### src/rtl/lin_tx_pkg.sv
package lin_tx_pkg;

    localparam int CTRL_W = 8;

    // control register bit positions
    localparam int B_TX_ON    = 7;
    localparam int B_RX_ON    = 6;
    localparam int B_CTS_GATE = 5;
    localparam int B_PAR_ON   = 4;
    localparam int B_PAR_ODD  = 3;
    localparam int B_BRK_REQ  = 2;
    localparam int B_STOP_TWO = 1;
    localparam int B_LOOP     = 0;

    typedef enum logic [3:0] {
        S_IDLE,
        S_START,
        S_DATA,
        S_PARITY,
        S_STOP1,
        S_STOP2,
        S_BRK_SW,
        S_BRK_HW,
        S_BRK_END
    } tx_state_t;

endpackage

### src/rtl/lin_tx_regs.sv
module lin_tx_regs
    import lin_tx_pkg::*;
#(
    parameter int DATA_W = 8
) (
    input  logic              clk,
    input  logic              rst_n,
    input  logic              wr_en,
    input  logic              wr_sel,
    input  logic [DATA_W-1:0] wr_data,
    input  logic              brk_clr,
    input  logic              take,
    output logic [CTRL_W-1:0] ctrl_q,
    output logic              pend_q,
    output logic [DATA_W-1:0] hold_q
);

    always_ff @(posedge clk or negedge rst_n) begin
        if (!rst_n) begin
            ctrl_q <= '0;
            pend_q <= 1'b0;
            hold_q <= '0;
        end else begin
            if (brk_clr)
                ctrl_q[B_BRK_REQ] <= 1'b0;
            if (wr_en && !wr_sel)
                ctrl_q <= wr_data[CTRL_W-1:0];
            if (take)
                pend_q <= 1'b0;
            if (wr_en && wr_sel) begin
                hold_q <= wr_data;
                pend_q <= 1'b1;
            end
        end
    end

endmodule

### src/rtl/lin_tx_brk_timer.sv
module lin_tx_brk_timer #(
    parameter int BASE  = 13,
    parameter int LEN_W = 2
) (
    input  logic             clk,
    input  logic             rst_n,
    input  logic             arm,
    input  logic             run,
    input  logic             tick,
    input  logic [LEN_W-1:0] len,
    output logic             expire
);

    localparam int CNT_W = $clog2(BASE + (1 << LEN_W));

    logic [CNT_W-1:0] cnt_q;
    logic [CNT_W-1:0] limit;

    assign limit  = CNT_W'(BASE) + CNT_W'(len) - CNT_W'(1);
    assign expire = run && tick && (cnt_q == limit);

    always_ff @(posedge clk or negedge rst_n) begin
        if (!rst_n)
            cnt_q <= '0;
        else if (arm)
            cnt_q <= '0;
        else if (run && tick)
            cnt_q <= cnt_q + CNT_W'(1);
    end

endmodule

### src/rtl/lin_tx_fsm.sv
module lin_tx_fsm
    import lin_tx_pkg::*;
#(
    parameter int DATA_W = 8
) (
    input  logic              clk,
    input  logic              rst_n,
    input  logic              tick,
    input  logic              tx_ok,
    input  logic              pend,
    input  logic [DATA_W-1:0] hold,
    input  logic              brk_req,
    input  logic              lin_mode,
    input  logic              par_on,
    input  logic              par_odd,
    input  logic              stop_two,
    input  logic              brk_expire,
    output logic              take,
    output logic              brk_arm,
    output logic              brk_run,
    output logic              txd,
    output logic              busy,
    output logic              done
);

    localparam int IDX_W = $clog2(DATA_W);
    localparam logic [IDX_W-1:0] LAST = IDX_W'(DATA_W - 1);

    tx_state_t         state_q, nxt;
    logic [IDX_W-1:0]  idx_q, nidx;
    logic [DATA_W-1:0] byte_q;
    logic              done_q;
    logic              fin;

    // state register
    always_ff @(posedge clk or negedge rst_n) begin
        if (!rst_n) begin
            state_q <= S_IDLE;
            idx_q   <= '0;
            byte_q  <= '0;
            done_q  <= 1'b0;
        end else begin
            state_q <= nxt;
            idx_q   <= nidx;
            done_q  <= fin;
            if (take)
                byte_q <= hold;
        end
    end

    // next state
    always_comb begin
        nxt  = state_q;
        nidx = idx_q;
        take = 1'b0;
        fin  = 1'b0;
        if (brk_req && state_q != S_BRK_SW && state_q != S_BRK_HW) begin
            nxt = lin_mode ? S_BRK_HW : S_BRK_SW;
        end else begin
            unique case (state_q)
                S_IDLE: begin
                    if (tick && pend && tx_ok) begin
                        nxt  = S_START;
                        take = 1'b1;
                    end
                end
                S_START: begin
                    if (tick) begin
                        nxt  = S_DATA;
                        nidx = '0;
                    end
                end
                S_DATA: begin
                    if (tick) begin
                        if (idx_q == LAST)
                            nxt = par_on ? S_PARITY : S_STOP1;
                        else
                            nidx = idx_q + IDX_W'(1);
                    end
                end
                S_PARITY: begin
                    if (tick)
                        nxt = S_STOP1;
                end
                S_STOP1, S_STOP2: begin
                    if (tick) begin
                        if (state_q == S_STOP1 && stop_two) begin
                            nxt = S_STOP2;
                        end else begin
                            fin = 1'b1;
                            if (pend && tx_ok) begin
                                nxt  = S_START;
                                take = 1'b1;
                            end else begin
                                nxt = S_IDLE;
                            end
                        end
                    end
                end
                S_BRK_SW: begin
                    if (!brk_req)
                        nxt = S_IDLE;
                end
                S_BRK_HW: begin
                    if (brk_expire)
                        nxt = S_BRK_END;
                end
                S_BRK_END: begin
                    if (tick)
                        nxt = S_IDLE;
                end
                default: nxt = S_IDLE;
            endcase
        end
    end

    assign brk_arm = (nxt == S_BRK_HW) && (state_q != S_BRK_HW);

    // outputs
    always_comb begin
        txd     = 1'b1;
        busy    = 1'b0;
        brk_run = 1'b0;
        unique case (state_q)
            S_IDLE:    txd = 1'b1;
            S_START:   begin txd = 1'b0;             busy = 1'b1; end
            S_DATA:    begin txd = byte_q[idx_q];    busy = 1'b1; end
            S_PARITY:  begin txd = ^byte_q ^ par_odd; busy = 1'b1; end
            S_STOP1,
            S_STOP2:   begin txd = 1'b1;             busy = 1'b1; end
            S_BRK_SW:  txd = 1'b0;
            S_BRK_HW:  begin txd = 1'b0; brk_run = 1'b1; end
            S_BRK_END: txd = 1'b1;
            default:   txd = 1'b1;
        endcase
    end

    assign done = done_q;

endmodule

### src/rtl/lin_tx_ctrl.sv
module lin_tx_ctrl
    import lin_tx_pkg::*;
#(
    parameter int DATA_W    = 8,
    parameter int BRK_BASE  = 13,
    parameter int BRK_LEN_W = 2
) (
    input  logic                 clk,
    input  logic                 rst_n,
    input  logic                 wr_en,
    input  logic                 wr_sel,
    input  logic [DATA_W-1:0]    wr_data,
    input  logic                 bit_tick,
    input  logic                 cts_n,
    input  logic                 lin_mode,
    input  logic [BRK_LEN_W-1:0] brk_len,
    output logic                 txd,
    output logic                 busy,
    output logic                 done,
    output logic [CTRL_W-1:0]    ctrl_out
);

    logic [CTRL_W-1:0] ctrl_q;
    logic [DATA_W-1:0] hold_q;
    logic              pend_q;
    logic              take;
    logic              brk_arm;
    logic              brk_run;
    logic              brk_expire;
    logic              tx_ok;

    assign tx_ok    = ctrl_q[B_TX_ON] && (!ctrl_q[B_CTS_GATE] || !cts_n);
    assign ctrl_out = ctrl_q;

    lin_tx_regs #(.DATA_W(DATA_W)) u_regs (
        .clk     (clk),
        .rst_n   (rst_n),
        .wr_en   (wr_en),
        .wr_sel  (wr_sel),
        .wr_data (wr_data),
        .brk_clr (brk_expire),
        .take    (take),
        .ctrl_q  (ctrl_q),
        .pend_q  (pend_q),
        .hold_q  (hold_q)
    );

    lin_tx_brk_timer #(.BASE(BRK_BASE), .LEN_W(BRK_LEN_W)) u_timer (
        .clk    (clk),
        .rst_n  (rst_n),
        .arm    (brk_arm),
        .run    (brk_run),
        .tick   (bit_tick),
        .len    (brk_len),
        .expire (brk_expire)
    );

    lin_tx_fsm #(.DATA_W(DATA_W)) u_fsm (
        .clk        (clk),
        .rst_n      (rst_n),
        .tick       (bit_tick),
        .tx_ok      (tx_ok),
        .pend       (pend_q),
        .hold       (hold_q),
        .brk_req    (ctrl_q[B_BRK_REQ]),
        .lin_mode   (lin_mode),
        .par_on     (ctrl_q[B_PAR_ON]),
        .par_odd    (ctrl_q[B_PAR_ODD]),
        .stop_two   (ctrl_q[B_STOP_TWO]),
        .brk_expire (brk_expire),
        .take       (take),
        .brk_arm    (brk_arm),
        .brk_run    (brk_run),
        .txd        (txd),
        .busy       (busy),
        .done       (done)
    );

endmodule

### config.mk
export PLATFORM = sky130hd
export DESIGN_NAME = lin_tx_ctrl
export DESIGN_NICKNAME = d
export VERILOG_FILES = /design/src/rtl/lin_tx_pkg.sv /design/src/rtl/lin_tx_regs.sv /design/src/rtl/lin_tx_brk_timer.sv /design/src/rtl/lin_tx_fsm.sv /design/src/rtl/lin_tx_ctrl.sv
export SDC_FILE = /design/constraint.sdc
export NUM_CORES = 1
export LEC_CHECK = 0
export BUFFER_PORTS_ARGS = -buffer_cell sky130_fd_sc_hd__buf_4
export CAP_MARGIN = 20
export CORE_UTILIZATION = 45
export DETAILED_ROUTE_END_ITERATION = 8
export GPL_ROUTABILITY_DRIVEN = 0
export PLACE_DENSITY = 0.68
export SETUP_SLACK_MARGIN = 0.5
export SYNTH_ARGS = -nofsm -noshare
export SYNTH_HDL_FRONTEND = slang
export SYNTH_SLANG_ARGS = --single-unit
### constraint.sdc
create_clock -name clk -period 1.81 [get_ports clk]
set_clock_uncertainty 0.1 [all_clocks]
set_input_delay 0.2715 -clock clk [delete_from_list [all_inputs] [get_ports clk]]
set_output_delay 0.2715 -clock clk [all_outputs]
set_load 0.02 [all_outputs]
==> results of run 1 <==
cell type report:
class / count / area, µm²
repair buffers: 62 / 517
well taps: 50 / 62.6
flip-flops and latches: 38 / 952
inverters: 7 / 26.3
multi-input cells: 120 / 1090
clock buffers: 6 / 82.6
clock inverters: 2 / 12.5
fillers: 321 / 1370
critical path, cell delays in order (launching register included):
cell	delay (ps)
dfrtp_1	420
mux4_2	510
nand2_1	70
nand2_1	60
a211oi_2	220
o31ai_2	100
buf_4	160
stage by stage:
step	worst slack, ps	hold slack [ps]
2_1_floorplan	48.9	-124
3_3_place_gp	-68.2	155
3_5_place_dp	-145	167
4_1_cts	-412	114
5_1_grt	-514	100
6_report	-395	108
synthesized netlist by cell type, types with 4 or more instances:
cell      n  area, µm²
xor2_1    5       43.8
nand2_1  17       63.8
dfrtp_1  38        951
xnor2_1   7       61.3
mux2_2   15        169
buf_4     5       37.5
a21oi_1   6       30.0
o21ai_0  11       55.1
inv_1     7       26.3
nor3_1    4       20.0
nor2_1    7       26.3
mux2_4    8        120
power breakdown:
| part | internal, mW | leakage [nW] | switching [mW] |
|---|---|---|---|
| clock | 0.306 | 0.0472 | 0.305 |
| sequential | 1.08 | 0.467 | 0.199 |
| combinational | 1.18 | 0.725 | 1.04 |
| total | 2.57 | 1.24 | 1.54 |
sequential cells by signal (all words and copies together) (netlist names):
signal	cells
u_regs.ctrl_q	8
u_fsm.done	1
u_timer.cnt_q	5
u_fsm.state_q	4
u_regs.hold_q	8
u_fsm.idx_q	3
u_fsm.byte_q	8
u_regs.pend_q	1
worst min path at each step:
stage                                  end  slack [ps]
after global placement      u_fsm.idx_q[0]         160
after floorplan            u_fsm.byte_q[0]        -120
after global routing      u_regs.hold_q[6]         100
after CTS                 u_regs.hold_q[0]         110
after detailed placement    u_fsm.idx_q[0]         170
final                     u_regs.ctrl_q[2]         110
metal layers:
| layer | GRT usage, % | up-vias | wire length (µm) |
|---|---|---|---|
| li1 | - | 736 | - |
| met1 | 28.0 | 773 | 2090 |
| met2 | 40.2 | 38 | 2420 |
| met3 | 6.09 | 8 | 149 |
| met4 | 8.33 | 0 | 97 |
| met5 | 0 | - | 0 |
cells by family after synthesis:
logic type | after synthesis | synth area share [%]
simple gates | 49 | 12.9
fa+ha+maj | 3 | 1.88
flops | 38 | 47.6
xor+xnor | 12 | 5.27
compound gates | 28 | 8.78
mux | 28 | 18.2
buf+inv | 17 | 5.33
what timing repair did:
action                                  4_1_cts  5_1_grt
endpoints found under the hold margin        38        0
endpoints found under the setup margin       25       26
pin swaps                                    13        4
gates resized for setup                      27       13
buffers inserted                              9        2
hold buffers                                  1        0
cloned                                        1        0
==> flow_metrics.py, run 1 <==
metrics = {
    "setup_path": {
        "path_class": "reg -> out",
        "r2r-end": "u_fsm.byte_q[7]",
        "cp.arrival_ps": 1830,
        "reg2reg_from": "u_fsm.state_q[0]",
        "endpoint_kind": "output port",
        "r2r_slack_ps": -80,
        "worstPathMaxFanout": 3,
        "r2r_cells": 7,
        "critPathLaunch": "u_fsm.idx_q[2]",
        "start_kind": "flop",
        "crit_end": "txd",
        "cp.required_ps": 1440,
    },
    "floorplan": {
        "pin_count": 28,
        "die_x_um": 68.6,
        "core_um2": 4120,
        "dieArea_um2": 4710,
        "initial_core_util_pct": 48.5,
        "num_rows": 23,
        "die_h_um": 68.6,
    },
    "cts": {
        "clkTransAtPathRegs_ps": 70,
        "clock_latency_ps": 290,
        "cts_tree": "built",
        "cts_htree_levels": 2,
        "cts.path.max_buffers": 2,
        "cts_sinks": 38,
        "cts_made_buffers": 5,
        "cts-root-buf": "clkbuf_8",
    },
    "timing": {
        "setup_violations": 12,
        "layout_setup_ws_ps": -395,
        "fmax_mhz": 454,
        "tightestPinTransition_ps": 490,
        "layout_worst_path_cycle_share_pct": 122,
        "final_max_slew_viol_count": 0,
        "relSlewSlack_pct": 67.4,
        "post-route-min-period_ps": 2200,
        "rsz0062_at_grt": "true",
        "fin_setup_tns_ps": -1010,
        "hold_viol": 0,
    },
    "final_layout": {
        "final_common_cell": "buf_4",
        "fin_nets": 254,
        "utilization_pct": 66.6,
        "fin_cells": 285,
        "drive_gt1_share_pct": 53.2,
        "synthToLayoutAreaGrowth_pct": 37.4,
        "stdcell_area_um2": 2740,
        "diodes": 0,
        "layout_common_cells": "48 x buf_4, 37 x dfrtp_1, 15 x mux2_2, 13 x nand2_1, 13 x buf_6",
    },
    "placed_design": {
        "dp.cells": 264,
        "place.port_buffers": 27,
        "hpwl_mm": 3.33,
        "post_dp_cell_area_um2": 2390,
    },
    "logic_synthesis": {
        "yosys_register_bits": 38,
        "synth_area_per_cell_um2": 11.4,
        "netlist_area_um2": 2000,
        "ys_dominant_reg_cell": "dfrtp_1",
        "async_reset_ff_share_pct": 100,
        "yosysSeqAreaShare_pct": 47.6,
        "synth_cells": 175,
        "syn_nets": 195,
        "synth_enable_flop_cells": 0,
        "yosysUniqueCellTypes": 39,
        "yosys_warnings": 0,
    },
    "drt": {
        "drt-total-wl_mm": 4.75,
        "drtIter0Drc": 65,
        "post_drt_wl_per_cell_um": 16.7,
        "dr.pass1.iters": 4,
        "drtAntennaViolNets": 0,
        "vias": 1555,
        "viasPerCell": 5.46,
        "drc_errors": 0,
    },
    "min_path": {
        "holdPathStages": 3,
        "hp-start": "wr_data[2]",
        "holdCritPathClass": "in -> reg",
    },
    "power": {
        "power_density_nw_per_um2": 1500,
        "fin_total_pwr_mw": 4.11,
        "p_leak_nw": 1.24,
        "irDropWorstVdd_uv": 600,
    },
    "grt": {
        "grt_overflow": 0,
        "grt.total_usage_pct": 23.4,
        "grt_pass1_vias": 1635,
        "grt_max_degree": 39,
        "grt_pass1_wl_mm": 7.76,
        "antenna_found_initial": 0,
    },
    "status": {
        "violations": "setup timing",
        "outcome": "complete, but fails checks",
    },
    "job": {
        "maxCapViolations": 0,
    },
}
(Power assumes the default switching activity.)
==> run 2: changes to the inputs <==
Settings changed: CORE_ASPECT_RATIO from default to 0.5, PLACE_DENSITY 0.68 to 0.67, SLEW_MARGIN from default to 40, SYNTH_HIERARCHICAL from default to 1.
==> flow_metrics.py, run 2 <==
metrics = {
    "status": {
        "outcome": "complete, but fails checks",
        "violations": "DRC, setup timing",
    },
    "timing": {
        "fmax_mhz": 467,
        "rsz0062_at_grt": "true",
        "tightestPinTransition_ps": 485,
        "layout_worst_path_cycle_share_pct": 118,
        "final_max_slew_viol_count": 0,
        "relSlewSlack_pct": 67.2,
        "post-route-min-period_ps": 2140,
        "layout_setup_ws_ps": -329,
        "hold_viol": 0,
        "setup_violations": 18,
    },
    "logic_synthesis": {
        "synth.most_common_cell": "dfrtp_1",
        "synth_xor_area_share_pct": 5.09,
        "netlist_area_um2": 2060,
        "synth_compound_area_share_pct": 7.40,
        "yosys.area_share.simple_pct": 14.3,
        "yosysTopAreaCell": "dfrtp_1",
        "synth.area.top_cells": "dfrtp_1 46%, mux2_4 13%, mux2_2 4.9%",
        "yosys_register_bits": 38,
        "synth_mux_area_share_pct": 22.1,
        "synth_top_area_share_pct": 46.1,
        "synth_fa_ha_area_share_pct": 1.82,
        "synth_area_per_cell_um2": 11.7,
        "syn_nets": 197,
        "synth_cells": 177,
        "yosys_warnings": 6,
        "synth_enable_flop_cells": 0,
        "synth_common_cells": "38 x dfrtp_1, 18 x mux2_4, 16 x nand2_1",
        "ys_dominant_reg_cell": "dfrtp_1",
        "yosysUniqueCellTypes": 41,
        "async_reset_ff_share_pct": 100,
        "yosysSeqAreaShare_pct": 46.1,
        "synth_top_family_by_area": "multiplexers",
    },
    "floorplan": {
        "dieArea_um2": 4880,
        "core_um2": 4140,
        "die_x_um": 97.8,
        "die_h_um": 49.9,
        "pin_count": 28,
        "num_rows": 16,
        "initial_core_util_pct": 49.8,
    },
    "final_layout": {
        "layout_common_cells": "60 x buf_4, 32 x dfrtp_1, 23 x buf_6, 19 x mux2_4, 9 x nand2_1",
        "utilization_pct": 76.8,
        "fin_cells": 316,
        "multiInputGateArea_um2": 1270,
        "drive_gt1_share_pct": 64.5,
        "diodes": 0,
        "final_common_cell": "buf_4",
        "fillers": 257,
        "fin_nets": 281,
        "largest_registers": "u_fsm/byte_q (8), u_regs/ctrl_q (8), u_regs/hold_q (8)",
        "seq_area_um2": 958,
        "synthToLayoutAreaGrowth_pct": 54.3,
    },
    "cts": {
        "clkTransAtPathRegs_ps": 80,
        "cts_tree": "built",
        "cts_sinks": 38,
        "cts_made_buffers": 5,
        "cts.path.max_buffers": 2,
        "clock_latency_ps": 290,
        "cts-root-buf": "clkbuf_8",
        "cts_htree_levels": 2,
    },
    "setup_path": {
        "cp.required_ps": 1440,
        "path_class": "reg -> out",
        "start_kind": "flop",
        "critPathLaunch": "u_fsm/byte_q[4]",
        "cp.arrival_ps": 1770,
        "cp_cell_sequence": "xnor2_2, xnor2_1, xnor2_1, xnor2_1, o31ai_2, buf_4",
        "cpPeakStageDelay_ps": 440,
        "cp_slowest_cell": "dfrtp_1",
        "crit_path_frequent_cell": "xnor2_1",
        "reg2reg_from": "u_fsm/state_q[3]",
        "endpoint_kind": "output port",
        "worstPathMaxFanout": 3,
    },
    "power": {
        "pwr-share-comb_pct": 53.5,
        "irDropWorstVdd_uv": 687,
        "p_switching_mw": 1.71,
        "p_int_mw": 3.09,
        "power.share.switching_pct": 35.7,
        "clockPowerShare_pct": 18.8,
        "pwr-share-seq_pct": 27.7,
        "power_density_nw_per_um2": 1510,
        "p_leak_nw": 1.50,
    },
    "drt": {
        "viasPerCell": 5.50,
        "vias": 1738,
        "post_drt_wl_per_cell_um": 18.2,
        "drc_errors": 2,
        "dr.pass1.iters": 7,
        "drt-total-wl_mm": 5.74,
        "drtAntennaViolNets": 0,
        "drtIter0Drc": 71,
    },
    "min_path": {
        "holdCritPathClass": "in -> reg",
        "hp-start": "wr_data[7]",
    },
    "placed_design": {
        "hpwl_mm": 3.37,
        "dp.cells": 289,
        "place.port_buffers": 27,
        "dp_slack_ps": -176,
    },
    "job": {
        "maxCapViolations": 0,
    },
    "grt": {
        "grt_max_degree": 39,
        "grt_overflow": 0,
        "grt_pass1_wl_mm": 8.14,
        "antenna_found_initial": 0,
        "grt_pass1_vias": 1674,
        "grt.total_usage_pct": 22.0,
    },
}
run 2: cell types whose count changed in the layout (fill, tap and decap cells not counted), sizes merged, moves of 3 or more:
cell and delta:
nand3 +3, nand3b +3, mux2 +4, o21ai -7, a21oi +4, buf +22
run 2: critical path, delay by kind of cell, from the launching register on:
kind                      cells  cell delay, ps
xor gates and xnor gates      4             680
DFF                           1             440
AOI/OAI and AO/OA             1             180
buffers and inverters         1             180
run 2: repair_timing:
action | in CTS | in global routing
setup endpoints to repair | 29 | 30
resized for setup | 23 | 45
gates cloned | 0 | 1
pin swaps | 5 | 15
setup buffers | 6 | 11
hold endpoints to repair | 38 | 0
hold buffers | 1 | 0
run 2: metal layers:
layer  up-vias  wire (µm)  global-route usage, %
met5         -          0                      0
met1       861       2530                   29.6
li1        798          -                      -
met4         0        125                   8.08
met2        65       2740                   33.3
met3        14        342                   7.09
run 2: layout make-up:
| class | count | area share [%] |
|---|---|---|
| Timing Repair Buffer | 84 | 22.6 |
| Sequential cell | 38 | 30.1 |
| Multi-Input combinational cell | 126 | 40.0 |
| Clock buffer | 6 | 2.59 |
| Inverter | 6 | 0.708 |
| Clock inverter | 2 | 1.89 |
| Tap cell | 54 | 2.12 |
run 2: kinds of logic after synthesis:
family | after synthesis
xor gates and xnor gates | 12
adders and majority gates | 3
and+or+nand+nor | 53
AOI/OAI and AO/OA | 25
muxes | 33
DFF | 38
buffers and inverters | 13
run 2: worst paths after layout:
| path | to | slack [ps] | depth (start not counted) |
|---|---|---|---|
| worst max register to register | u_fsm/byte_q[4] | -280 | 7 |
| min in group asynchronous | u_fsm/state_q[2] | 380 | 2 |
| worst min register to register | u_fsm/byte_q[3] | 410 | 1 |
| max in group asynchronous | u_fsm/idx_q[1] | 840 | 2 |
| worst max-delay path | txd | -330 | 6 |
| worst min-delay path | u_regs/ctrl_q[7] | 120 | 2 |
run 2: power by group through the flow:
stage               Clock [mW]  Combinational (mW)  Sequential, mW
floorplan                    0                1.21            1.30
global placement             0                1.89            1.29
detailed placement           0                1.95            1.30
CTS                      0.916                2.10            1.30
global route             0.965                2.73            1.35
finish                   0.902                2.57            1.33
run 2: per-stage QoR:
stage	total power [mW]	hold WS [ps]	TNS, ps	area [µm²]
global route	5.04	105	-4720	3180
global placement	3.19	168	-1310	2630
detailed placement	3.25	172	-1490	2630
finish	4.80	119	-3840	3180
floorplan	2.51	-124	-324	2120
CTS	4.31	110	-2570	2910
==> run 3: changes to the inputs <==
Settings changed: CELL_PAD_IN_SITES_DETAIL_PLACEMENT from default to 0, CELL_PAD_IN_SITES_GLOBAL_PLACEMENT from default to 1, CORE_UTILIZATION 45 to 41, PLACE_DENSITY 0.67 to default, PLACE_DENSITY_LB_ADDON from default to 0.1.
==> flow_metrics.py, run 3 (synthesis gave the netlist of run 2 again) <==
metrics = {
    "cts": {
        "cts_sinks": 38,
        "cts_tree": "built",
        "cts-root-buf": "clkbuf_8",
        "clkTransAtPathRegs_ps": 80,
        "cts_htree_levels": 2,
        "cts.path.max_buffers": 2,
        "cts_made_buffers": 5,
        "clock_latency_ps": 290,
    },
    "setup_path": {
        "cp.required_ps": 1440,
        "cp_cell_sequence": "mux4_2, nand2_2, a21oi_2, nor3_2, o31ai_2, buf_4",
        "cp_slowest_cell": "mux4_2",
        "r2r_slack_ps": -270,
        "worstPathMaxFanout": 3,
        "path_class": "reg -> out",
        "start_kind": "flop",
        "cpPeakStageDelay_ps": 530,
        "cp.arrival_ps": 1720,
        "endpoint_kind": "output port",
    },
    "grt": {
        "antenna_found_initial": 0,
        "grt_max_degree": 39,
        "grt_pass1_wl_mm": 8.54,
        "grt_overflow": 0,
        "grt_pass1_vias": 1756,
        "grt.total_usage_pct": 22.1,
    },
    "drt": {
        "drtIter0Drc": 66,
        "viasPerCell": 5.03,
        "drc_errors": 0,
        "vias": 1670,
        "dr.pass1.iters": 4,
        "drt-total-wl_mm": 5.14,
        "post_drt_wl_per_cell_um": 15.5,
        "drtAntennaViolNets": 0,
    },
    "final_layout": {
        "final_common_cell": "buf_4",
        "largest_registers": "u_fsm/byte_q (8), u_regs/ctrl_q (8), u_regs/hold_q (8)",
        "fin_nets": 285,
        "synthToLayoutAreaGrowth_pct": 53.7,
        "layout_common_cells": "62 x buf_4, 32 x dfrtp_1, 24 x buf_6, 18 x mux2_4, 9 x mux2_2",
        "diodes": 0,
        "drive_gt1_share_pct": 62.8,
        "utilization_pct": 68.7,
        "fillers": 340,
    },
    "timing": {
        "layout_worst_path_cycle_share_pct": 116,
        "tightestPinTransition_ps": 487,
        "post-route-min-period_ps": 2090,
        "relSlewSlack_pct": 67.5,
        "fin_setup_tns_ps": -3720,
        "final_max_slew_viol_count": 0,
        "layout_setup_ws_ps": -284,
        "rsz0062_at_grt": "true",
        "hold_viol": 0,
        "hold_ws_ps": 117,
        "setup_violations": 20,
        "fmax_mhz": 477,
    },
    "min_path": {
        "holdCritPathClass": "in -> reg",
    },
    "floorplan": {
        "dieArea_um2": 5340,
        "initial_core_util_pct": 44.7,
        "die_x_um": 102,
        "num_rows": 17,
        "pin_count": 28,
        "die_h_um": 52.2,
        "core_um2": 4620,
    },
    "status": {
        "violations": "setup timing",
        "outcome": "complete, but fails checks",
    },
    "power": {
        "irDropWorstVdd_uv": 578,
        "power_density_nw_per_um2": 1450,
        "fin_total_pwr_mw": 4.59,
        "p_leak_nw": 1.49,
    },
    "job": {
        "maxCapViolations": 0,
    },
    "placed_design": {
        "hpwl_mm": 3.39,
        "place.port_buffers": 27,
        "dp_slack_ps": -203,
    },
}
==> run 3: worst paths after layout <==
check,startpoint,end,depth (start not counted)
max in group asynchronous,rst_n,u_regs/ctrl_q[1],2
hold / removal,wr_data[3],u_regs/ctrl_q[3],2
min in group asynchronous,rst_n,u_fsm/done,2
hold reg to reg,u_regs/hold_q[0],u_fsm/byte_q[0],1
setup reg to reg,u_fsm/state_q[3],u_fsm/byte_q[4],7
setup / recovery,u_fsm/idx_q[1],txd,6
==> run 3: metrics by stage <==
step,std cells,area (µm²)
6_report,332,3170
5_1_grt,332,3170
4_1_cts,329,3090
3_5_place_dp,304,2660
3_3_place_gp,304,2660
2_1_floorplan,177,2120
==> run 3: layout make-up <==
| class | instances | area (µm²) | share of cell area [%] |
|---|---|---|---|
| clock inverters | 1 | 30.0 | 0.947 |
| clock buffers | 7 | 86.3 | 2.72 |
| repair buffers | 88 | 761 | 24.0 |
| well taps | 66 | 82.6 | 2.60 |
| inverters | 6 | 22.5 | 0.710 |
| flip-flops and latches | 38 | 958 | 30.2 |
| multi-input cells | 126 | 1230 | 38.8 |
==> run 3: timing repair <==
action | in CTS | in global routing
gates resized for setup | 47 | 15
hold buffers | 1 | 0
pin swaps | 7 | 12
endpoints found under the setup margin | 29 | 29
setup buffers | 15 | 3
hold endpoints to repair | 38 | 0
cloned | 1 | 0
==> run 3: where the power goes <==
part | internal [mW] | switching [mW]
Clock | 0.449 | 0.294
Sequential | 1.08 | 0.207
Combinational | 1.47 | 1.09
Total | 2.99 | 1.59
==> run 3: critical path: cells and delay by family, from the launching register on <==
kind	cells	cell delay [ps]
muxes	1	530
DFF	1	410
buffers and inverters	1	160
and+or+nand+nor	2	200
AOI/OAI and AO/OA	2	130
==> run 3: per-layer routing <==
metal  GRT usage [%]  vias up  part of all wire (%)
met1            28.5      810                    46
met3            5.51        6                   5.3
met5               0        -                     0
li1                -      800                     -
met4            5.95        0                  0.97
met2            37.2       54                    48
